$ cat src/rtl/sha_pad_pkg.sv
package sha_pad_pkg;
  localparam int WORD_W = 32;
  localparam int BYTES  = WORD_W / 8;
  localparam int NB_W   = $clog2(BYTES + 1);
  localparam int LEN_W  = 2 * WORD_W;

  localparam logic [WORD_W-1:0] MARK_WORD = {8'h80, {(WORD_W-8){1'b0}}};

  typedef enum logic [2:0] {
    ST_PASS,
    ST_MARK,
    ST_ZERO,
    ST_LEN_HI,
    ST_LEN_LO
  } pad_state_e;
endpackage

$ cat src/rtl/sha_pad_merge.sv
// Keeps the leading valid bytes of the final word, puts the 0x80 marker in
// the byte after them and clears the rest.
module sha_pad_merge
  import sha_pad_pkg::*;
(
  input  logic [WORD_W-1:0] data,
  input  logic [NB_W-1:0]   nbytes,
  output logic [WORD_W-1:0] word,
  output logic              full
);
  logic [7:0] lane [BYTES];

  for (genvar i = 0; i < BYTES; i++) begin : g_lane
    assign lane[i] = (NB_W'(i) < nbytes)  ? data[WORD_W-1-8*i -: 8] :
                     (NB_W'(i) == nbytes) ? 8'h80 : 8'h00;
    assign word[WORD_W-1-8*i -: 8] = lane[i];
  end

  assign full = (nbytes == NB_W'(BYTES));
endmodule

$ cat src/rtl/sha_pad_slot_ctr.sv
// Slot position of the next output word within its block.
module sha_pad_slot_ctr #(
  parameter int BLK_WORDS = 16,
  localparam int CNT_W = $clog2(BLK_WORDS)
) (
  input  logic             clk,
  input  logic             rst,
  input  logic             step,
  output logic [CNT_W-1:0] slot,
  output logic             at_end
);
  assign at_end = (slot == CNT_W'(BLK_WORDS - 1));

  always_ff @(posedge clk) begin
    if (rst)
      slot <= '0;
    else if (step)
      slot <= at_end ? '0 : slot + 1'b1;
  end
endmodule

$ cat src/rtl/sha_pad_unit.sv
module sha_pad_unit
  import sha_pad_pkg::*;
#(
  parameter int BLK_WORDS = 16
) (
  input  logic              clk,
  input  logic              rst,
  input  logic              in_valid,
  output logic              in_ready,
  input  logic [WORD_W-1:0] in_data,
  input  logic              in_last,
  input  logic [NB_W-1:0]   in_nbytes,
  input  logic [LEN_W-1:0]  msg_len_bits,
  output logic              out_valid,
  input  logic              out_ready,
  output logic [WORD_W-1:0] out_data,
  output logic              out_block_end
);
  localparam int CNT_W = $clog2(BLK_WORDS);
  localparam logic [CNT_W-1:0] LEN_SLOT = CNT_W'(BLK_WORDS - 2);
  localparam logic [CNT_W-1:0] TOP_SLOT = CNT_W'(BLK_WORDS - 1);

  pad_state_e         state_q, state_d;
  logic               fits_q, fits_d;
  logic [LEN_W-1:0]   len_q;
  logic [WORD_W-1:0]  word_d, merged;
  logic               merged_full;
  logic [CNT_W-1:0]   slot;
  logic               slot_end;
  logic               adv, take, load;

  sha_pad_merge u_merge (
    .data   (in_data),
    .nbytes (in_nbytes),
    .word   (merged),
    .full   (merged_full)
  );

  sha_pad_slot_ctr #(.BLK_WORDS(BLK_WORDS)) u_slot (
    .clk    (clk),
    .rst    (rst),
    .step   (load),
    .slot   (slot),
    .at_end (slot_end)
  );

  assign adv      = !out_valid || out_ready;
  assign in_ready = (state_q == ST_PASS) && adv;
  assign take     = in_valid && in_ready;
  assign load     = take || ((state_q != ST_PASS) && adv);

  // After the word that carries the marker: does the length still fit here?
  function automatic void after_marker(input logic [CNT_W-1:0] s,
                                       output pad_state_e nxt,
                                       output logic ok);
    ok  = (s < LEN_SLOT) || (s == TOP_SLOT);
    nxt = (s == LEN_SLOT - 1'b1) ? ST_LEN_HI : ST_ZERO;
  endfunction

  always_comb begin
    state_d = state_q;
    fits_d  = fits_q;
    word_d  = '0;
    unique case (state_q)
      ST_PASS: begin
        word_d = in_last ? merged : in_data;
        if (in_last) begin
          if (merged_full) begin
            word_d  = in_data;
            state_d = ST_MARK;
          end else begin
            after_marker(slot, state_d, fits_d);
          end
        end
      end
      ST_MARK: begin
        word_d = MARK_WORD;
        after_marker(slot, state_d, fits_d);
      end
      ST_ZERO: begin
        word_d = '0;
        if (slot_end)
          fits_d = 1'b1;
        if (fits_q && slot == LEN_SLOT - 1'b1)
          state_d = ST_LEN_HI;
      end
      ST_LEN_HI: begin
        word_d  = len_q[LEN_W-1:WORD_W];
        state_d = ST_LEN_LO;
      end
      ST_LEN_LO: begin
        word_d  = len_q[WORD_W-1:0];
        state_d = ST_PASS;
      end
      default: state_d = ST_PASS;
    endcase
  end

  always_ff @(posedge clk) begin
    if (rst) begin
      state_q       <= ST_PASS;
      fits_q        <= 1'b0;
      len_q         <= '0;
      out_valid     <= 1'b0;
      out_data      <= '0;
      out_block_end <= 1'b0;
    end else if (load) begin
      state_q       <= state_d;
      fits_q        <= fits_d;
      out_valid     <= 1'b1;
      out_data      <= word_d;
      out_block_end <= slot_end;
      if (take && in_last)
        len_q <= msg_len_bits;
    end else if (adv) begin
      out_valid <= 1'b0;
    end
  end
endmodule

$ cat config.mk
export PLATFORM = sky130hd
export DESIGN_NAME = sha_pad_unit
export DESIGN_NICKNAME = d
export VERILOG_FILES = /design/src/rtl/sha_pad_pkg.sv /design/src/rtl/sha_pad_merge.sv /design/src/rtl/sha_pad_slot_ctr.sv /design/src/rtl/sha_pad_unit.sv
export SDC_FILE = /design/constraint.sdc
export NUM_CORES = 1
export LEC_CHECK = 0
export BUFFER_PORTS_ARGS = -buffer_cell sky130_fd_sc_hd__buf_2
export CORE_MARGIN = 2
export CORE_UTILIZATION = 45
export CTS_BUF_LIST = sky130_fd_sc_hd__clkbuf_16
export DETAILED_ROUTE_END_ITERATION = 8
export PLACE_DENSITY_LB_ADDON = 0.2
export SYNTH_ARGS = -nofsm -noshare
export SYNTH_HDL_FRONTEND = slang
export SYNTH_SLANG_ARGS = --single-unit
$ cat constraint.sdc
create_clock -name clk -period 1.75 [get_ports clk]
set_clock_uncertainty 0.15 [all_clocks]
set_input_delay 0.0875 -clock clk [delete_from_list [all_inputs] [get_ports clk]]
set_output_delay 0.0875 -clock clk [all_outputs]
set_load 0.05 [all_outputs]
* After elaboration in Yosys (flattened, before gate mapping)
Index checks and enable logic that the tools add are counted.
Operators by class: add/sub/neg operators 1, magnitude comparators 5, equality and inequality tests 14, mux-type cells 24, reduce and logical (&&, ||, !) cells 17
Operators by type and width (count):
- $pmux W32 S4 | 1
- $mux W32 | 3
- $mux W8 | 8
- $pmux W3 S4 | 1
- $eq A4 B4 Y1 const B | 2
- $ne A2 B2 Y1 const B | 4
- $eq A2 B3 Y1 const A | 2
- $eq A3 B2 Y1 const B | 2
- $eq A3 B3 Y1 const B | 2
- $logic_not A3 Y1 | 2
- $lt A1 B3 Y1 const A | 2
- $lt A2 B3 Y1 const A | 2
- $mux W1 | 6
- $mux W3 | 2
- $reduce_bool A3 Y1 | 2
- $logic_and A1 B1 Y1 | 5
- $reduce_and A5 Y1 | 1
- $add A4 B1 Y4 const B | 1
- $lt A4 B4 Y1 const B | 1
- $mux W4 | 1
- $eq A1 B3 Y1 const A | 1
- $eq A3 B1 Y1 const B | 1
- $logic_or A1 B1 Y1 | 3
- $pmux W1 S3 | 1
- other kinds (5) | 5
Word-level totals: register bits 106, bits of input ports 104, output and inout bits 35, logic and storage cells 68

* Depth between registers and ports, before layout
depth in word-level cells 7, depth in mapped cells 7, depth with buffers taken out 6

* Hierarchy
A second synthesis with hierarchy kept.
Second synthesis, totals: cell total of the unflattened synthesis 575, area total of the unflattened synthesis 4800.9 um^2
By module, submodules not included:
- sha_pad_unit | times used 1, cells each 516, area an instance 4361.7 um^2
- sha_pad_merge | times used 1, cells each 40, area an instance 262.8 um^2
- sha_pad_slot_ctr | times used 1, cells each 19, area an instance 176.4 um^2

* Worst setup path before layout
OpenSTA, ideal clock, no wires.
path kind reg2reg, from register out_valid, to register len_q[0], setup time 0.070 ns, arrival 1.731 ns, data required time 1.530 ns, slack -0.202 ns, cell stages (with the launch flop) 8, path buffers 3, clock period less this slack 1.952 ns, path through dfxtp_1 nor2b_1 clkbuf_1 or3_1 buf_4 buf_6 nand2_1 a21oi_1
Between the ends: cells in the longest elaborated chain, start to end 6, elaborated cells between the ends (all ways) 8
RTL lines:
- start, declared | RTL line sha_pad_unit.sv:14 | output logic out_valid,
- start signal, assigned | RTL line sha_pad_unit.sv:104 | out_valid <= 1'b0;
- start signal, assigned | RTL line sha_pad_unit.sv:110 | out_valid <= 1'b1;
- start signal, assigned | RTL line sha_pad_unit.sv:116 | out_valid <= 1'b0;
- $logic_not A1 Y1 * | RTL line sha_pad_unit.sv:47 | assign adv = !out_valid || out_ready;
- $logic_or A1 B1 Y1 * | RTL line sha_pad_unit.sv:47
- $logic_and A1 B1 Y1 | RTL line sha_pad_unit.sv:48 | assign in_ready = (state_q == ST_PASS) && adv;
- $logic_and A1 B1 Y1 | RTL line sha_pad_unit.sv:49 | assign take = in_valid && in_ready;
- $logic_or A1 B1 Y1 / $logic_and A1 B1 Y1 (equally long branches) | RTL line sha_pad_unit.sv:50, sha_pad_unit.sv:113
- $reduce_and A2 Y1 (no source line) *
- end signal, assigned | RTL line sha_pad_unit.sv:114 | len_q <= msg_len_bits;
- end, declared | RTL line sha_pad_unit.sv:25 | logic [LEN_W-1:0] len_q;
Every way passes the cells marked *; elsewhere a longest branch is shown, timed or not. A chain may end at the register's enable or synchronous reset.

* Worst setup path in the final report
from register state_q[0], to register len_q[15]
Between the ends: cells in the longest elaborated chain, start to end 5, elaborated cells between the ends (all ways) 8
RTL lines:
- start, declared | RTL line sha_pad_unit.sv:23 | pad_state_e state_q, state_d;
- start signal, assigned | RTL line sha_pad_unit.sv:108 | state_q <= state_d;
- $logic_not A3 Y1 | RTL line sha_pad_unit.sv:48
- $logic_and A1 B1 Y1 | RTL line sha_pad_unit.sv:48
- $logic_and A1 B1 Y1 | RTL line sha_pad_unit.sv:49
- $logic_or A1 B1 Y1 / $logic_and A1 B1 Y1 (equally long branches) | RTL line sha_pad_unit.sv:50, sha_pad_unit.sv:113
- $reduce_and A2 Y1 (no source line) *
Marked as above.

==> results.ini <==
[run_status]
status = finished, violations left
violations = negative setup slack

[grt]
gr-total-overflow = 0
grt_max_degree = 47
grt_use_total = 0.266
antenna_found_initial = 0
grt_pass1_vias = 4941
grt_pass1_wl_mm = 23.6

[worst_setup_path]
path_class = reg -> reg
required_ns = 1.86
reg2reg_from = state_q[0]
critPathArrivalTime_ns = 1.97
cp-start-kind = register
crit_fanout = 11
cp-end-kind = register
cp-startpoint = state_q[0]

[synthesis]
synth.area.top_cells = dfxtp_1 (47%), nand2_1 (13%), a21oi_1 (9.9%), a22o_1 (4.2%), o211ai_1 (3.5%)
synth_common_cells = nand2_1 (155), dfxtp_1 (106), a21oi_1 (90)
yosysMostFrequentCell = nand2_1
syn_avg_cell_area_sq_um = 8.28
synth_edf_count = 0
synth_ff_type = dfxtp_1
ys_types = 46
ys_ff_latch = 106
yosys.area.top_type_share = 0.465
synth_fp_nets = 657
syn_inst = 551
syn_area_sq_um = 4560
yosys_warnings = 0
synthArstFlopShare = 0
yosysTopAreaCell = dfxtp_1
yosysSeqAreaShare = 0.465

[route]
vias = 4949
first_pass_iters = 5
drc = 0
wl_per_cell_um = 16.2
antenna_left = 0
wl_mm = 14.8
viasPerCell = 5.41
drtIter0Drc = 397

[cts]
root_buffer = clkbuf_16
clkSlewWorstSetupHoldPaths_ns = 0.07
cts_buffer_depth = 2
clk_latency_ns = 0.34
cts_tree = yes
numClockSinks = 106
numCtsBuffers = 9
cts.htree.levels = 3

[place]
dp_hpwl_mm = 9.19
io_buffers = 138
dp_cells = 816
gp_congestion = 0.901

[die]
die_area_sq_um = 11000
core.rowCount = 36
ios = 139
core-area_sq_um = 9820
start_util = 0.464
die_height_um = 105
die_x_um = 105

[final_layout]
nets = 883
drive_gt1_frac = 0.313
areaGrowthSynthToFinish_pct = 50.6
n_antenna_cell = 0
finalNonFillerCells = 915
fin_util = 0.700

[run]
cap_violations = 0

[sta]
relSlewSlack = 0.647
fin_hold_ws_ns = 0.0333
worst_pin_slew_ns = 0.530
post-route-period-util = 1.06
period_minus_slack_ns = 1.86
setup_viol = 81
slew_violations = 0
rsz0062_at_grt = true
worst_slack_ns = -0.110
timing_hold_violations_final = 0
clock.fmax_mhz = 537

[worst_hold_path]
hold_path_startpoint = in_data[3]
min_path_type = in -> reg

[power]
peakVddDrop_v = 0.000531
powerDensity_nw_per_um2 = 911
leakage_uw = 0.00283

[cell usage in the layout (no fill, tap or decap), drive strengths merged, types with 6 or more instances in the layout]
cell	Yosys	layout
buf	23	188
nand2	155	155
dfxtp	106	106
a21oi	90	90
dlygate4sd3	0	73
a22o	22	22
o211ai	21	21
and3	15	15
o2bb2ai	11	11
nor2	11	11
clkbuf	24	10
nor3b	9	9
a222oi	8	8
inv	6	7
nor3	7	7
clkinv	0	6
[cells by family after synthesis]
family | after synthesis | share of synthesized area
AOI/OAI and AO/OA | 172 | 0.248
xor gates and xnor gates | 1 | 0.00192
adders and majority gates | 2 | 0.00549
buffers and inverters | 53 | 0.0669
DFF | 106 | 0.465
and+or+nand+nor | 217 | 0.213
[routing by layer]
metal	wire length [um]	vias up	track usage
li1	-	2396	-
met1	6500	2339	0.343
met2	7200	188	0.450
met3	872	26	0.0499
met4	262	0	0.0857
met5	0	-	0
[flip-flops by register name (all words and copies together) (netlist names)]
name / cells
out_block_end: 1
state_q: 3
out_valid: 1
out_data: 32
fits_q: 1
u_slot.slot: 4
len_q: 64
[stage by stage]
stage / TNS (ns) / setup slack, ns / area (sq um) / total power [uW]
after floorplan: -1.55 / -0.0262 / 4580 / 3610
after global placement: -7.09 / -0.115 / 5500 / 4010
after detailed placement: -10.91 / -0.168 / 5500 / 4040
after CTS: -1.75 / -0.0507 / 6700 / 6190
after global routing: -9.17 / -0.175 / 6870 / 6530
final: -2.77 / -0.110 / 6870 / 6260
[power breakdown]
group	leakage, uW	switching, uW	total, uW	internal (uW)
logic	0.00182	934	1640	707
clock network	0.000143	942	1930	991
registers	0.000866	101	2690	2590
total	0.00283	1980	6260	4290
[repair_timing]
action                                  in CTS  in global routing
endpoints found under the setup margin     100                103
cloned                                       3                  1
pin swaps                                    3                  7
endpoints found under the hold margin       74                  0
setup buffers                                4                  2
gates resized for setup                     27                 29
hold buffers                                73                  0
[worst max-delay path, stage by stage (launching register included)]
cell and delay [ns]:
dfxtp_2 0.34, or3_4 0.39, buf_6 0.16, nor3_4 0.19, buf_12 0.17, clkbuf_16 0.16, nand2_1 0.07, a21oi_1 0.15
[cell type report]
type | instances | area (sq um)
Multi-Input combinational cell | 392 | 2300
Clock inverter | 7 | 65.1
Timing Repair Buffer | 262 | 1960
Sequential cell | 106 | 2130
Inverter | 6 | 22.5
Tap cell | 133 | 166
Clock buffer | 9 | 225
Fill cell | 787 | 2950
[path summary, 6_finish.rpt]
check | to | slack (ns) | cells past startpoint
worst max-delay path | len_q[15] | -0.11 | 7
worst min-delay path | out_data[3] | 0.03 | 4
worst max register to register | len_q[15] | -0.11 | 7
worst min register to register | len_q[63] | 0.30 | 2
Power figures use the tool's default switching activity.
